`src/rtl/sdram_seq_pkg.sv`:
```
package sdram_seq_pkg;

    localparam int ROW_W  = 12;
    localparam int COL_W  = 9;
    localparam int BANK_W = 2;
    localparam int NBANK  = 1 << BANK_W;
    localparam int ADDR_W = ROW_W + BANK_W + COL_W;
    localparam int AP_BIT = 10;
    localparam int CAS_LAT = 3;

    // single-beat bursts, sequential order, latency 3, burst writes
    localparam logic [ROW_W-1:0] MODE_WORD = 12'h030;

    typedef enum logic [3:0] {
        CMD_MRS = 4'b0000,
        CMD_REF = 4'b0001,
        CMD_PRE = 4'b0010,
        CMD_ACT = 4'b0011,
        CMD_WR  = 4'b0100,
        CMD_RD  = 4'b0101,
        CMD_NOP = 4'b0111
    } sd_cmd_e;

    typedef enum logic [2:0] {
        ST_POWER,
        ST_INIT_PRE,
        ST_INIT_REF1,
        ST_INIT_REF2,
        ST_INIT_MRS,
        ST_IDLE
    } seq_state_e;

endpackage

```
`src/rtl/sdram_addr_split.sv`:
```
module sdram_addr_split
    import sdram_seq_pkg::*;
(
    input  logic [ADDR_W-1:0] addr,
    output logic [ROW_W-1:0]  row,
    output logic [BANK_W-1:0] bank,
    output logic [COL_W-1:0]  col
);
    assign col  = addr[COL_W-1:0];
    assign bank = addr[COL_W +: BANK_W];
    assign row  = addr[COL_W+BANK_W +: ROW_W];
endmodule

```
`src/rtl/sdram_ref_timer.sv`:
```
module sdram_ref_timer #(
    parameter int INTERVAL = 2048
) (
    input  logic clk,
    input  logic rst_n,
    input  logic ack,
    output logic pending
);
    localparam int CW = $clog2(INTERVAL);

    typedef struct packed {
        logic [CW-1:0] cnt;
        logic          pend;
    } tmr_t;

    tmr_t t_d, t_q;

    always_comb begin
        t_d = t_q;
        if (ack) t_d.pend = 1'b0;
        if (t_q.cnt == CW'(INTERVAL - 1)) begin
            t_d.cnt  = '0;
            t_d.pend = 1'b1;
        end else begin
            t_d.cnt = t_q.cnt + 1'b1;
        end
    end

    always_ff @(posedge clk) begin
        if (!rst_n) t_q <= '0;
        else        t_q <= t_d;
    end

    assign pending = t_q.pend;
endmodule

```
`src/rtl/sdram_rd_pipe.sv`:
```
module sdram_rd_pipe #(
    parameter int CL = 3,
    parameter int DW = 16
) (
    input  logic          clk,
    input  logic          rst_n,
    input  logic          issued,
    input  logic [DW-1:0] dq_in,
    output logic          valid,
    output logic [DW-1:0] data
);
    logic [CL-2:0] stage_q;
    logic          valid_q;
    logic [DW-1:0] data_q;

    always_ff @(posedge clk) begin
        if (!rst_n) begin
            stage_q <= '0;
            valid_q <= 1'b0;
            data_q  <= '0;
        end else begin
            stage_q[0] <= issued;
            for (int i = 1; i < CL - 1; i++) stage_q[i] <= stage_q[i-1];
            valid_q <= stage_q[CL-2];
            if (stage_q[CL-2]) data_q <= dq_in;
        end
    end

    assign valid = valid_q;
    assign data  = data_q;
endmodule

```
`src/rtl/sdram_cmd_seq.sv`:
```
module sdram_cmd_seq
    import sdram_seq_pkg::*;
#(
    parameter int DW           = 16,
    parameter int INIT_WAIT    = 26600,
    parameter int T_RCD        = 3,
    parameter int T_RP         = 3,
    parameter int T_RFC        = 9,
    parameter int T_MRD        = 2,
    parameter int REF_INTERVAL = 2048
) (
    input  logic              clk,
    input  logic              rst_n,
    input  logic              req_valid,
    output logic              req_ready,
    input  logic              req_write,
    input  logic              req_close,
    input  logic [ADDR_W-1:0] req_addr,
    input  logic [DW-1:0]     req_wdata,
    input  logic [DW/8-1:0]   req_be,
    output logic              rd_valid,
    output logic [DW-1:0]     rd_data,
    output logic              sd_cke,
    output logic              sd_cs_n,
    output logic              sd_ras_n,
    output logic              sd_cas_n,
    output logic              sd_we_n,
    output logic [BANK_W-1:0] sd_ba,
    output logic [ROW_W-1:0]  sd_addr,
    output logic [DW-1:0]     sd_dq_out,
    output logic              sd_dq_oe,
    output logic [DW/8-1:0]   sd_dqm,
    input  logic [DW-1:0]     sd_dq_in
);
    localparam int NB       = DW / 8;
    localparam int WAIT_MAX = INIT_WAIT + T_RFC + T_RP + T_RCD + T_MRD;
    localparam int WAIT_W   = $clog2(WAIT_MAX + 1);

    typedef struct packed {
        seq_state_e                   st;
        logic [WAIT_W-1:0]            wait_cnt;
        logic [NBANK-1:0]             open;
        logic [NBANK-1:0][ROW_W-1:0]  row;
        logic                         cke;
        sd_cmd_e                      cmd;
        logic [BANK_W-1:0]            ba;
        logic [ROW_W-1:0]             a;
        logic [DW-1:0]                dq;
        logic                         dq_oe;
        logic [NB-1:0]                dqm;
    } seq_reg_t;

    seq_reg_t r_d, r_q;

    logic [ROW_W-1:0]  req_row;
    logic [BANK_W-1:0] req_bank;
    logic [COL_W-1:0]  req_col;
    logic              ref_pend;
    logic              ref_ack;
    logic              ready_c;
    logic              hit;

    sdram_addr_split u_split (
        .addr (req_addr),
        .row  (req_row),
        .bank (req_bank),
        .col  (req_col)
    );

    sdram_ref_timer #(.INTERVAL(REF_INTERVAL)) u_ref (
        .clk     (clk),
        .rst_n   (rst_n),
        .ack     (ref_ack),
        .pending (ref_pend)
    );

    sdram_rd_pipe #(.CL(CAS_LAT), .DW(DW)) u_rd (
        .clk    (clk),
        .rst_n  (rst_n),
        .issued (r_q.cmd == CMD_RD),
        .dq_in  (sd_dq_in),
        .valid  (rd_valid),
        .data   (rd_data)
    );

    assign hit = r_q.open[req_bank] && (r_q.row[req_bank] == req_row);

    always_comb begin
        r_d       = r_q;
        r_d.cmd   = CMD_NOP;
        r_d.ba    = '0;
        r_d.a     = '0;
        r_d.dq    = '0;
        r_d.dq_oe = 1'b0;
        r_d.dqm   = '0;
        ready_c   = 1'b0;
        ref_ack   = 1'b0;

        if (r_q.wait_cnt != '0) begin
            r_d.wait_cnt = r_q.wait_cnt - 1'b1;
        end else begin
            unique case (r_q.st)
                ST_POWER: begin
                    r_d.cke = 1'b1;
                    r_d.st  = ST_INIT_PRE;
                end
                ST_INIT_PRE: begin
                    r_d.cmd       = CMD_PRE;
                    r_d.a[AP_BIT] = 1'b1;
                    r_d.wait_cnt  = WAIT_W'(T_RP - 1);
                    r_d.st        = ST_INIT_REF1;
                end
                ST_INIT_REF1, ST_INIT_REF2: begin
                    r_d.cmd      = CMD_REF;
                    r_d.wait_cnt = WAIT_W'(T_RFC - 1);
                    r_d.st       = (r_q.st == ST_INIT_REF1) ? ST_INIT_REF2 : ST_INIT_MRS;
                end
                ST_INIT_MRS: begin
                    r_d.cmd      = CMD_MRS;
                    r_d.a        = MODE_WORD;
                    r_d.wait_cnt = WAIT_W'(T_MRD - 1);
                    r_d.st       = ST_IDLE;
                end
                default: begin
                    if (ref_pend) begin
                        if (|r_q.open) begin
                            r_d.cmd       = CMD_PRE;
                            r_d.a[AP_BIT] = 1'b1;
                            r_d.open      = '0;
                            r_d.wait_cnt  = WAIT_W'(T_RP - 1);
                        end else begin
                            r_d.cmd      = CMD_REF;
                            r_d.wait_cnt = WAIT_W'(T_RFC - 1);
                            ref_ack      = 1'b1;
                        end
                    end else if (req_valid) begin
                        r_d.ba = req_bank;
                        if (hit) begin
                            ready_c              = 1'b1;
                            r_d.cmd              = req_write ? CMD_WR : CMD_RD;
                            r_d.a[COL_W-1:0]     = req_col;
                            r_d.a[AP_BIT]        = req_close;
                            r_d.dq               = req_write ? req_wdata : '0;
                            r_d.dq_oe            = req_write;
                            r_d.dqm              = req_write ? ~req_be : '0;
                            if (req_close) begin
                                r_d.open[req_bank] = 1'b0;
                                r_d.wait_cnt       = WAIT_W'(T_RP - 1);
                            end
                        end else if (r_q.open[req_bank]) begin
                            r_d.cmd            = CMD_PRE;
                            r_d.open[req_bank] = 1'b0;
                            r_d.wait_cnt       = WAIT_W'(T_RP - 1);
                        end else begin
                            r_d.cmd            = CMD_ACT;
                            r_d.a              = req_row;
                            r_d.open[req_bank] = 1'b1;
                            r_d.row[req_bank]  = req_row;
                            r_d.wait_cnt       = WAIT_W'(T_RCD - 1);
                        end
                    end
                end
            endcase
        end
    end

    always_ff @(posedge clk) begin
        if (!rst_n) begin
            r_q          <= '0;
            r_q.st       <= ST_POWER;
            r_q.cmd      <= CMD_NOP;
            r_q.wait_cnt <= WAIT_W'(INIT_WAIT - 1);
        end else begin
            r_q <= r_d;
        end
    end

    assign req_ready = ready_c;
    assign {sd_cs_n, sd_ras_n, sd_cas_n, sd_we_n} = r_q.cmd;
    assign sd_cke    = r_q.cke;
    assign sd_ba     = r_q.ba;
    assign sd_addr   = r_q.a;
    assign sd_dq_out = r_q.dq;
    assign sd_dq_oe  = r_q.dq_oe;
    assign sd_dqm    = r_q.dqm;

endmodule

```
`config.mk`:
```
export PLATFORM = sky130hd
export DESIGN_NAME = sdram_cmd_seq
export DESIGN_NICKNAME = d
export VERILOG_FILES = /design/src/rtl/sdram_seq_pkg.sv /design/src/rtl/sdram_addr_split.sv /design/src/rtl/sdram_ref_timer.sv /design/src/rtl/sdram_rd_pipe.sv /design/src/rtl/sdram_cmd_seq.sv
export SDC_FILE = /design/constraint.sdc
export NUM_CORES = 1
export LEC_CHECK = 0
export ABC_AREA = 1
export CAP_MARGIN = 30
export CELL_PAD_IN_SITES_DETAIL_PLACEMENT = 0
export CELL_PAD_IN_SITES_GLOBAL_PLACEMENT = 1
export CORE_MARGIN = 1
export CORE_UTILIZATION = 38
export CTS_CLUSTER_SIZE = 10
export DETAILED_ROUTE_END_ITERATION = 8
export PLACE_DENSITY = 0.87
export SLEW_MARGIN = 10
export SYNTH_ARGS = -nofsm -noshare
export SYNTH_HDL_FRONTEND = slang
export SYNTH_HIERARCHICAL = 1
export SYNTH_SLANG_ARGS = --single-unit
```
`constraint.sdc`:
```
create_clock -name clk -period 3 [get_ports clk]
set_input_delay 0.6 -clock clk [delete_from_list [all_inputs] [get_ports clk]]
set_output_delay 0.6 -clock clk [all_outputs]
set_load 0.05 [all_outputs]
```
==> reports/metrics.yaml <==
status: "finished, final reports clean"
synth_most_common_cell: "nand2_1"
htree_levels: 4
grt.overflow.total: 0
clk_pin_slew_ps: 60
drc: 0
path_delay_family: "simple AND/OR/NAND/NOR gates"
path_buf_inv: 4
ant_nets: 0
worstPathArrival_ps: 2200
yosys_most_used_dff: "dfxtp_1"
fin_skew_ps: 13.00
globalplace.congestion: 0.8256
utilization_pct: 48.97
vdd_drop_max_uv: 366.3
p_comb_share_pct: 5.8
vias: 5685
clock_latency_ps: 430
post-route-min-period_ps: 2804
ys_types: 35
rows: 48
p_int_mw: 3.239
place_ws_ps: -134.1
die_h_um: 135.1
hold_violations: 0
slew_headroom_pct: 41.60
cts-root-buf: "clkbuf_16"
async_flop_share_pct: 0
drt_iter0_markers: 348
setup_slack_ps: 195.7
syn-instance-count: 955
netlist_top_cells_count: "nand2_1, nor2_1, inv_1"
rsz0062_at_grt: "false"
area_growth_pct: 25.84
cp_common_cell: "nand2_1"
cts_sinks: 138
dp_hpwl_mm: 10.89
io_buffers: 116
cp_max_fo: 4
crit_path_start_kind: "input pin"
crit_path_end_kind: "output port"
die_area_mm2: 0.01825
fin_crit_sh_pct: 93.48
finalSetupViolations: 0
grtUsageTotal_pct: 18.18
clock_power_share_pct: 50.3
pwr-share-seq_pct: 43.8
leakagePower_nw: 3.595
place_inst: 1240
synth_top_area_cell: "dfxtp_1"
required_ps: 2400
synth_edf_count: 0
ys_ff_latch: 138
drive_above_1_share_pct: 9.342
synthDominantCellAreaShare_pct: 41.04
cellPowerDensity_mw_per_mm2: 497.0
cts_made_buffers: 17
fillCellCount: 1758
diodes: 0
core_area_mm2: 0.01730
final_cells: 1274
routedWlPerCell_um: 12.46
cts_tree: "done"
r2r_setup_slack_ps: 870
hold_path_class: "reg2reg"
syn_nets: 1020
ys_warn_count: 6
nets: 1101
postCtsSetupRepairBufs: 0
start_util_pct: 38.92
p_sw_share_pct: 23.07
slowest_stage: "dlygate4sd2_1"
fmax_mhz: 356.6
dr.pass1.iters: 4
die_w_um: 135.1
grt_pass1_wl_mm: 25.92
avgSynthCellArea_um2: 7.049
grt_max_degree: 56
ioPinCount: 118
ys_seq_area_share_pct: 41.04
cts_max_path_buffers: 2
synth.area.top_cells: "dfxtp_1, nand2_1, nor2_1"
drv_cap: 0
synth_area_mm2: 0.006731
avgViaCountPerCell: 4.462
path_class: "in2out"
slew_viol_final: 0
max_stage_delay_ps: 290
antenna_found_initial: 0
setup_tns_ps: 0
routed_wl_mm: 15.88
first_global_vias: 5269
switchingPower_mw: 0.9714
worst_pin_slew_ps: 868.1
cts_hold_buf: 0
timing.critical_path.cells: "dlygate4sd2_1, inv_2, buf_4, nor2_2, a21oi_2, nand2_1, nand2_1, nand2_1, nor2_1, nand2_1, nor2_4, nand2_2, nor2_4, buf_12"
-- metal layers --
| metal | up-vias | wire length [um] | global-route usage, % |
|---|---|---|---|
| li1 | 3053 | - | - |
| met1 | 2508 | 7631 | 23.92 |
| met2 | 112 | 7288 | 29.15 |
| met3 | 12 | 823 | 4.429 |
| met4 | 0 | 137 | 5.743 |
| met5 | - | 0 | 0 |
-- cell usage in the layout, fill, tap and decap left out, types with 5 or more instances in the layout --
cell type          n
nand2_1          232
nor2_1           151
inv_1            146
dfxtp_1          138
clkdlybuf4s50_1  113
a211oi_1          48
buf_4             30
nand3_1           28
o21ai_0           21
a21oi_1           17
clkbuf_16         17
nor2_4            12
xor2_1            11
nor3_1             9
o21ai_1            6
nand2_2            5
nand3b_1           5
nor4_1             5
clkinvlp_4         5
-- through the flow --
stage	power, mW	cell area, um2	hold WS, ps
6_report	4.210	8471	414.5
4_1_cts	4.265	8454	420.0
3_5_place_dp	2.126	7830	406.4
2_1_floorplan	2.021	6731	390.5
3_3_place_gp	2.125	7830	394.7
5_1_grt	4.359	8471	445.6
-- repair_timing --
| action | 4_1_cts | 5_1_grt |
|---|---|---|
| cloned | 1 | 0 |
| resized for setup | 2 | 4 |
| endpoints found under the setup margin | 1 | 1 |
-- worst min-delay path: stages (launching register included) --
cell and delay [ps]:
dfxtp_1 310, nand2_1 50, inv_1 40
-- worst paths after layout --
kind                                            startpoint                    endpoint  cells past startpoint
worst max-delay path                          req_addr[10]                   req_ready                     14
worst min-delay path            u_rd/stage_q[0]$_SDFF_PN0_  u_rd/stage_q[1]$_SDFF_PN0_                      2
worst max register to register        r_q[90]$_SDFFE_PN1P_       sd_addr[1]$_SDFF_PP0_                     11
worst min register to register  u_rd/stage_q[0]$_SDFF_PN0_  u_rd/stage_q[1]$_SDFF_PN0_                      2
-- power by group through the flow --
stage               sequential, mW  combinational [mW]  clock, mW
floorplan                     1.88               0.137          0
global placement              1.89               0.239          0
detailed placement            1.89               0.240          0
CTS                           1.85               0.248       2.17
global route                  1.85               0.270       2.24
finish                        1.85               0.246       2.12
-- area by class of cell --
cell class | instances | area (um2) | area share (%)
repair buffers | 151 | 1498 | 17.68
inverters | 151 | 574.3 | 6.780
multi-input cells | 577 | 2760 | 32.58
clock buffers | 20 | 456.7 | 5.391
flip-flops and latches | 138 | 2763 | 32.61
clock inverters | 12 | 137.6 | 1.625
well taps | 225 | 281.5 | 3.323
-- cells by family after synthesis --
| group | Yosys count | synth area share, % |
|---|---|---|
| buffers and inverters | 240 | 17.99 |
| AO/OA/AOI/OAI | 101 | 9.628 |
| XOR/XNOR | 15 | 1.952 |
| AND/OR/NAND/NOR | 457 | 28.77 |
| flip-flops | 138 | 41.04 |
| other | 1 | 0.05571 |
| adder cells (fa/ha/maj) | 3 | 0.5577 |
Note: power is estimated with default switching activity, not from simulation.
